$ cat src/rtl/seg_xlat_pkg.sv
package seg_xlat_pkg;

    localparam int SEL_W     = 16;
    localparam int OFF_W     = 32;
    localparam int LIN_W     = 32;
    localparam int LIM_W     = 20;
    localparam int TYPE_W    = 4;
    localparam int PROT_W    = 2;
    localparam int IDX_W     = 13;
    localparam int TBL_IDX_W = 3;
    localparam int TBL_DEPTH = 1 << TBL_IDX_W;
    localparam int NUM_TBL   = 2;
    localparam int REAL_W    = 20;
    localparam int GRAN_SH   = 12;
    localparam int SPAN_W    = OFF_W + 1;
    localparam int CODE_BIT  = TYPE_W - 1;

    typedef struct packed {
        logic [OFF_W-1:0]  base;
        logic [LIM_W-1:0]  limit;
        logic              gran;
        logic              present;
        logic [PROT_W-1:0] prot;
        logic [TYPE_W-1:0] seg_type;
    } seg_desc_t;

    typedef struct packed {
        logic [IDX_W-1:0] index;
        logic             local_tbl;
        logic [1:0]       rpl;
    } sel_t;

    typedef enum logic [2:0] {
        FLT_NONE  = 3'd0,
        FLT_GEN   = 3'd1,
        FLT_NP    = 3'd2,
        FLT_PROT  = 3'd3,
        FLT_LIMIT = 3'd4
    } fault_e;

    typedef enum logic [1:0] {
        ACC_READ  = 2'd0,
        ACC_WRITE = 2'd1,
        ACC_FETCH = 2'd2,
        ACC_RSVD  = 2'd3
    } acc_e;

    typedef struct packed {
        logic             done;
        logic             valid;
        logic [LIN_W-1:0] linear;
        fault_e           fault;
    } xlat_res_t;

    // Byte-granular limit, widened by one bit so that a span end past 2^32 compares correctly
    function automatic logic [SPAN_W-1:0] byte_limit(input seg_desc_t d);
        if (d.gran)
            return {1'b0, d.limit, {GRAN_SH{1'b1}}};
        else
            return {{(SPAN_W-LIM_W){1'b0}}, d.limit};
    endfunction

    function automatic logic is_code(input seg_desc_t d);
        return d.seg_type[CODE_BIT];
    endfunction

endpackage

$ cat src/rtl/seg_desc_table.sv
module seg_desc_table
    import seg_xlat_pkg::*;
#(
    parameter int DEPTH_W = TBL_IDX_W
) (
    input  logic               clk,
    input  logic               rst,
    input  logic               wr_en,
    input  logic [DEPTH_W-1:0] wr_idx,
    input  seg_desc_t          wr_desc,
    input  logic [DEPTH_W-1:0] rd_idx,
    output seg_desc_t          rd_desc
);
    localparam int DEPTH = 1 << DEPTH_W;

    seg_desc_t entries [DEPTH];

    always_ff @(posedge clk) begin
        if (rst) begin
            for (int i = 0; i < DEPTH; i++) begin
                entries[i] <= '0;
            end
        end else if (wr_en) begin
            entries[wr_idx] <= wr_desc;
        end
    end

    assign rd_desc = entries[rd_idx];

endmodule

$ cat src/rtl/seg_fault_check.sv
module seg_fault_check
    import seg_xlat_pkg::*;
(
    input  sel_t             sel,
    input  seg_desc_t        desc,
    input  acc_e             kind,
    input  logic [1:0]       size_m1,
    input  logic [OFF_W-1:0] offset,
    output fault_e           fault
);
    logic              idx_out_of_range;
    logic              null_global;
    logic              type_bad;
    logic [SPAN_W-1:0] span_end;
    logic              over_limit;

    always_comb begin
        idx_out_of_range = |sel.index[IDX_W-1:TBL_IDX_W];
        null_global      = !sel.local_tbl && (sel.index == '0);
        unique case (kind)
            ACC_WRITE: type_bad = is_code(desc);
            ACC_FETCH: type_bad = !is_code(desc);
            default:   type_bad = 1'b0;
        endcase
        span_end   = {1'b0, offset} + {{(SPAN_W-2){1'b0}}, size_m1};
        over_limit = span_end > byte_limit(desc);

        // Fixed priority: table/null, presence, type, limit
        if (idx_out_of_range || null_global) fault = FLT_GEN;
        else if (!desc.present)              fault = FLT_NP;
        else if (type_bad)                   fault = FLT_PROT;
        else if (over_limit)                 fault = FLT_LIMIT;
        else                                 fault = FLT_NONE;
    end

endmodule

$ cat src/rtl/seg_addr_gen.sv
module seg_addr_gen
    import seg_xlat_pkg::*;
(
    input  logic             prot_mode,
    input  logic [SEL_W-1:0] seg,
    input  logic [OFF_W-1:0] offset,
    input  logic [OFF_W-1:0] base,
    output logic [LIN_W-1:0] linear
);
    logic [REAL_W-1:0] real_addr;

    always_comb begin
        real_addr = {seg, 4'b0000} + {4'b0000, offset[SEL_W-1:0]};
        if (prot_mode)
            linear = base + offset;
        else
            linear = {{(LIN_W-REAL_W){1'b0}}, real_addr};
    end

endmodule

$ cat src/rtl/seg_xlat_unit.sv
module seg_xlat_unit
    import seg_xlat_pkg::*;
(
    input  logic                 clk,
    input  logic                 rst,
    input  logic                 wr_en,
    input  logic                 wr_local,
    input  logic [TBL_IDX_W-1:0] wr_idx,
    input  logic [OFF_W-1:0]     wr_base,
    input  logic [LIM_W-1:0]     wr_limit,
    input  logic                 wr_gran,
    input  logic                 wr_present,
    input  logic [PROT_W-1:0]    wr_prot,
    input  logic [TYPE_W-1:0]    wr_type,
    input  logic                 req_valid,
    input  logic                 req_prot_mode,
    input  logic [SEL_W-1:0]     req_sel,
    input  logic [OFF_W-1:0]     req_offset,
    input  logic [1:0]           req_kind,
    input  logic [1:0]           req_size,
    output logic                 out_done,
    output logic                 out_valid,
    output logic [LIN_W-1:0]     out_linear,
    output logic [2:0]           out_fault
);
    seg_desc_t wr_desc;
    sel_t      sel;
    seg_desc_t tbl_rd [NUM_TBL];
    seg_desc_t desc;
    fault_e    prot_fault;
    fault_e    fault_nxt;
    logic [LIN_W-1:0] lin_raw;
    xlat_res_t res_q;
    xlat_res_t res_d;

    assign wr_desc = '{base: wr_base, limit: wr_limit, gran: wr_gran,
                       present: wr_present, prot: wr_prot, seg_type: wr_type};
    assign sel = sel_t'(req_sel);

    for (genvar t = 0; t < NUM_TBL; t++) begin : g_tbl
        seg_desc_table #(.DEPTH_W(TBL_IDX_W)) u_tbl (
            .clk     (clk),
            .rst     (rst),
            .wr_en   (wr_en && (wr_local == 1'(t))),
            .wr_idx  (wr_idx),
            .wr_desc (wr_desc),
            .rd_idx  (sel.index[TBL_IDX_W-1:0]),
            .rd_desc (tbl_rd[t])
        );
    end

    assign desc = sel.local_tbl ? tbl_rd[1] : tbl_rd[0];

    seg_fault_check u_chk_logic (
        .sel     (sel),
        .desc    (desc),
        .kind    (acc_e'(req_kind)),
        .size_m1 (req_size),
        .offset  (req_offset),
        .fault   (prot_fault)
    );

    seg_addr_gen u_addr (
        .prot_mode (req_prot_mode),
        .seg       (req_sel),
        .offset    (req_offset),
        .base      (desc.base),
        .linear    (lin_raw)
    );

    always_comb begin
        fault_nxt    = req_prot_mode ? prot_fault : FLT_NONE;
        res_d.done   = req_valid;
        res_d.valid  = req_valid && (fault_nxt == FLT_NONE);
        res_d.fault  = req_valid ? fault_nxt : FLT_NONE;
        res_d.linear = res_d.valid ? lin_raw : '0;
    end

    always_ff @(posedge clk) begin
        if (rst) res_q <= '0;
        else     res_q <= res_d;
    end

    assign out_done   = res_q.done;
    assign out_valid  = res_q.valid;
    assign out_linear = res_q.linear;
    assign out_fault  = res_q.fault;

endmodule

$ cat config.mk
export PLATFORM = sky130hd
export DESIGN_NAME = seg_xlat_unit
export DESIGN_NICKNAME = d
export VERILOG_FILES = /design/src/rtl/seg_xlat_pkg.sv /design/src/rtl/seg_desc_table.sv /design/src/rtl/seg_fault_check.sv /design/src/rtl/seg_addr_gen.sv /design/src/rtl/seg_xlat_unit.sv
export SDC_FILE = /design/constraint.sdc
export NUM_CORES = 1
export LEC_CHECK = 0
export BUFFER_PORTS_ARGS = -buffer_cell sky130_fd_sc_hd__clkbuf_2
export CAP_MARGIN = 20
export CORE_UTILIZATION = 45
export DETAILED_ROUTE_END_ITERATION = 8
export PLACE_DENSITY_LB_ADDON = 0.3
export SLEW_MARGIN = 20
export SYNTH_ARGS = -nofsm -noshare
export SYNTH_HDL_FRONTEND = slang
export SYNTH_HIERARCHICAL = 1
export SYNTH_SLANG_ARGS = --single-unit
$ cat constraint.sdc
create_clock -name clk -period 12.2 [get_ports clk]
set_input_delay 1.22 -clock clk [delete_from_list [all_inputs] [get_ports clk]]
set_output_delay 1.22 -clock clk [all_outputs]
set_load 0.1 [all_outputs]
### Yosys cells after proc, flatten, opt, wreduce, memory -nomap -nowiden

Memory sizes are Yosys's and may differ from the RTL's.
Cells that the tools add are included.

* flip-flop bits (word level): 37
* latch bits: 0
* memory bits (writable): 960
* ROM bits: 0
* input port bits: 121
* output and inout port bits: 37
* word-level logic and storage cells: 55
* memories: 2

* $add $sub $neg: 3
* $mul: 0
* div/mod/pow operators: 0
* order comparisons: 1
* equality and inequality tests: 2
* shift operators: 0
* mux-type cells: 23
* bitwise logic cells: 4
* reductions and logical operators: 15

Memories
* g_tbl[0].u_tbl.entries: words 8, width 60, read ports 1, clocked after memory_dff 0, wr ports 8, RTL line seg_desc_table.sv:16 `seg_desc_t entries [DEPTH];`
* g_tbl[1].u_tbl.entries: words 8, width 60, read ports 1, clocked after memory_dff 0, wr ports 8, RTL line seg_desc_table.sv:16

Operators by type and width (number)
* 60-bit two-way mux: 3
* 60-bit OR reduction: 2
* 32-bit by 2-bit adder with 33-bit output: 1
* 33-bit by 32-bit greater-than comparator with 1-bit output: 1
* 32-bit adder: 1
* 32-bit two-way mux: 1
* 3-bit two-way mux: 7
* 20-bit by 16-bit adder with 20-bit output: 1
* 20-bit two-way mux: 1
* 13-bit zero test: 1
* 1-bit two-way mux: 10
* 10-bit OR reduction: 1
* 1-bit logical AND: 4
* 1-bit inverter: 4
* 2-bit OR reduction: 2
* 3-bit zero test: 1
* 3-bit OR reduction: 1
* 2-bit by 1-bit equality test with 1-bit output, second input constant: 1
* 2-bit equality test, second input constant: 1
* 1-bit zero test: 2
* 1-bit case mux with 2 select lines: 1
* 1-bit logical OR: 1

### Depth between registers and ports, before layout

An unclocked memory read counts as a cell.

* depth after elaboration: 13
* gate-level depth with buffers: 18

### Modules after synthesis

Netlist, hierarchy kept.

By module, submodules not included
* seg_desc_table at g_tbl[0].u_tbl: instances 1, cells each 1356, area an instance 21383.0 µm², sequential area each 14413.8 µm²
* seg_desc_table at g_tbl[1].u_tbl: instances 1, cells each 1356, area an instance 21374.2 µm², sequential area each 14413.8 µm²
* seg_addr_gen: instances 1, cells each 365, area an instance 2546.2 µm², sequential area each 0.0 µm²
* seg_xlat_unit: instances 1, cells each 151, area an instance 1774.2 µm², sequential area each 740.7 µm²
* seg_fault_check: instances 1, cells each 222, area an instance 1664.1 µm², sequential area each 0.0 µm²

### Least setup slack after synthesis

Ideal clock, no wire load.

* kind: input to register
* start point: input port wr_en
* end point: memory g_tbl[0].u_tbl/entries[0][0] (netlist name) (enable)
* library setup time: 0.490 ns
* data arrival time: 4.990 ns
* data required time: 11.710 ns
* slack: 6.720 ns
* stages on the path: 6
* cell sequence: nor2b_1 -> or3b_1 -> buf_2 -> buf_2 -> buf_2 -> o21bai_1

RTL lines
* start: declaration: RTL line seg_xlat_unit.sv:6 `input logic wr_en,`
* end: declaration: RTL line seg_desc_table.sv:16

==> impl_metrics.toml <==
[clocking]
insertion_delay_ns = 0.68
postCtsSetupRepairBufs = 0
post_cts_resized = 0
clk_pin_slew_ns = 0.06
root_buffer = "clkbuf_16"
tritoncts = "built"
cts_hold_buffers = 0
numCtsBuffers = 96
clkSinkCount = 917
clock_path_buffers = 3
cts.htree.levels = 3

[synth]
postSynthNetCount = 3446
postSynthAreaPerCell_um2 = 14.0
synth_warnings = 6
synth_cells = 3245
syn_area_mm2 = 0.0453

[sta]
fin_setup_tns_ns = 0
min_period_ns = 6.56
slew_violations = 0
fin_skew_ns = 0.0207
slew_headroom_pct = 20.8
worst_pin_slew_ns = 1.19
hold_viol = 0
finalWorstSetupSlack_ns = 5.64
rsz0062_at_grt = "false"
finalCritPeriodShare_pct = 53.7
final-setup-viol-count = 0
fmax_mhz = 153

[setup_path]
crit_arrival_ns = 7.16
r2r_cells = 13
start_kind = "input pin"
worstSetupPathType = "input pin to register"
worst-path-buf-inv = 3
path_max_fanout = 98
slowest_stage = "o31ai_4"
slowest_delay_ns = 0.88
worst_setup_path_end_kind = "register"
crit_cells = 16
crit_family = "buffers and inverters"
cp.required_ns = 12.81
crit_chain = "buf_8 > buf_12 > buf_4 > mux4_2 > mux2_2 > mux2_2 > mux2i_1 > ha_1 > nand4_1 > nor4_1 > a211oi_1 > nand4_1 > a21oi_1 > o21ai_1 > o31ai_4 > and3_2"

[placed_design]
portBuffers = 152
place_ws_ns = 4.95
placedCellCount = 4422
gp_congestion = 0.903
hpwlAfterDp_um = 70400

[cells_and_area]
final_cell_mix = "880 x edfxtp_1, 864 x nor3_1, 180 x mux4_2"
fin_cells = 4601
area_growth_pct = 10.1
final_layout_size_suffix_gt1_share_pct = 23.3
num-fill-cells = 8366
nets = 3434
final_common_cell = "edfxtp_1"

[min_path]
hold_path_depth = 4
min_path_type = "input pin to register"

[flow_run]
drv_cap = 0

[grt]
antenna_found_initial = 2
grt_first_pass_wirelength_um = 185000
grt_overflow = 0
grt_pass1_vias = 28757
grt_max_degree = 173
track_usage_pct = 24.4

[route]
viasPerCell = 6.26
drc_errors = 0
num_vias = 28790
drt_iter0_drc = 2702
drtPass1Iterations = 5
wl_um = 124000
wl_per_cell_um = 27.0
ant_nets = 0

[die]
die_area_mm2 = 0.102
die_h_um = 319
row_count = 115
start_util_pct = 45.7
coreArea_mm2 = 0.0990
die_w_um = 319
num_io_pins = 158

[power]
p_sw_mw = 1.95
powerDensity_mw_per_mm2 = 153
p_int_mw = 5.67
clkPwrFrac_pct = 37.9
leakage_nw = 16.1
swShare_pct = 25.6
seqPwrFrac_pct = 48.1
irDropWorstVdd_v = 0.000109
finalPower_mw = 7.63
p_comb_share_pct = 14.0

[run_status]
status = "completed"
==> stage by stage <==
step | util [%] | hold slack [ns] | cell area (µm²)
global route | 50.4 | 1.04 | 49800
detailed placement | 47.2 | 1.27 | 46700
finish | 50.4 | 1.02 | 49800
CTS | 50.3 | 0.985 | 49800
floorplan | - | 1.08 | 45300
global placement | 47.2 | 1.26 | 46700
==> area by class of cell <==
class                   instances  area, µm²  share of cell area [%]
flip-flops and latches        917      27200                    54.5
multi-input cells            1889      16300                    32.6
repair buffers                206       1250                    2.51
well taps                    1287       1610                    3.23
clock inverters                56        505                    1.01
inverters                     123        462                   0.926
diodes                          2       5.00                  0.0100
clock buffers                 121       2580                    5.18
==> flip-flops by register name, indices dropped and copies added (netlist names) <==
register / flops
out_fault: 3
out_valid: 1
out_linear: 32
out_done: 1
g_tbl.u_tbl/entries: 880
==> power by group through the flow <==
| stage | clock [mW] | sequential, mW | combinational (mW) |
|---|---|---|---|
| 2_1_floorplan | 0 | 3.77 | 0.688 |
| 3_3_place_gp | 0 | 3.73 | 1.05 |
| 3_5_place_dp | 0 | 3.73 | 1.05 |
| 4_1_cts | 2.93 | 3.67 | 1.06 |
| 5_1_grt | 3.04 | 3.68 | 1.14 |
| 6_report | 2.89 | 3.67 | 1.07 |
==> worst reg2reg max path: cells and delay by family, from the launching register on <==
family,cells,cell delay [ns]
compound gates,4,1.55
fa+ha+maj,1,0.35
mux,4,1.55
simple gates,4,0.77
flops,1,0.37
==> final timing paths <==
check                                             startpoint        endpoint  slack, ns
worst max-delay path                              req_sel[3]  out_linear[21]       5.64
worst min-delay path                             req_sel[13]  out_linear[17]       1.02
worst max register to register  g_tbl[1].u_tbl/entries[6][7]  out_linear[21]       7.55
worst min register to register  g_tbl[1].u_tbl/entries[4][6]    out_fault[1]       1.32
==> layer usage <==
metal,GRT usage [%],up-vias,share of wire [%]
li1,-,12648,-
met1,34.7,14651,42
met2,38.3,1325,47
met3,4.47,166,9.3
met4,7.03,0,2.0
met5,0,-,0
Power figures use the tool's default switching activity.
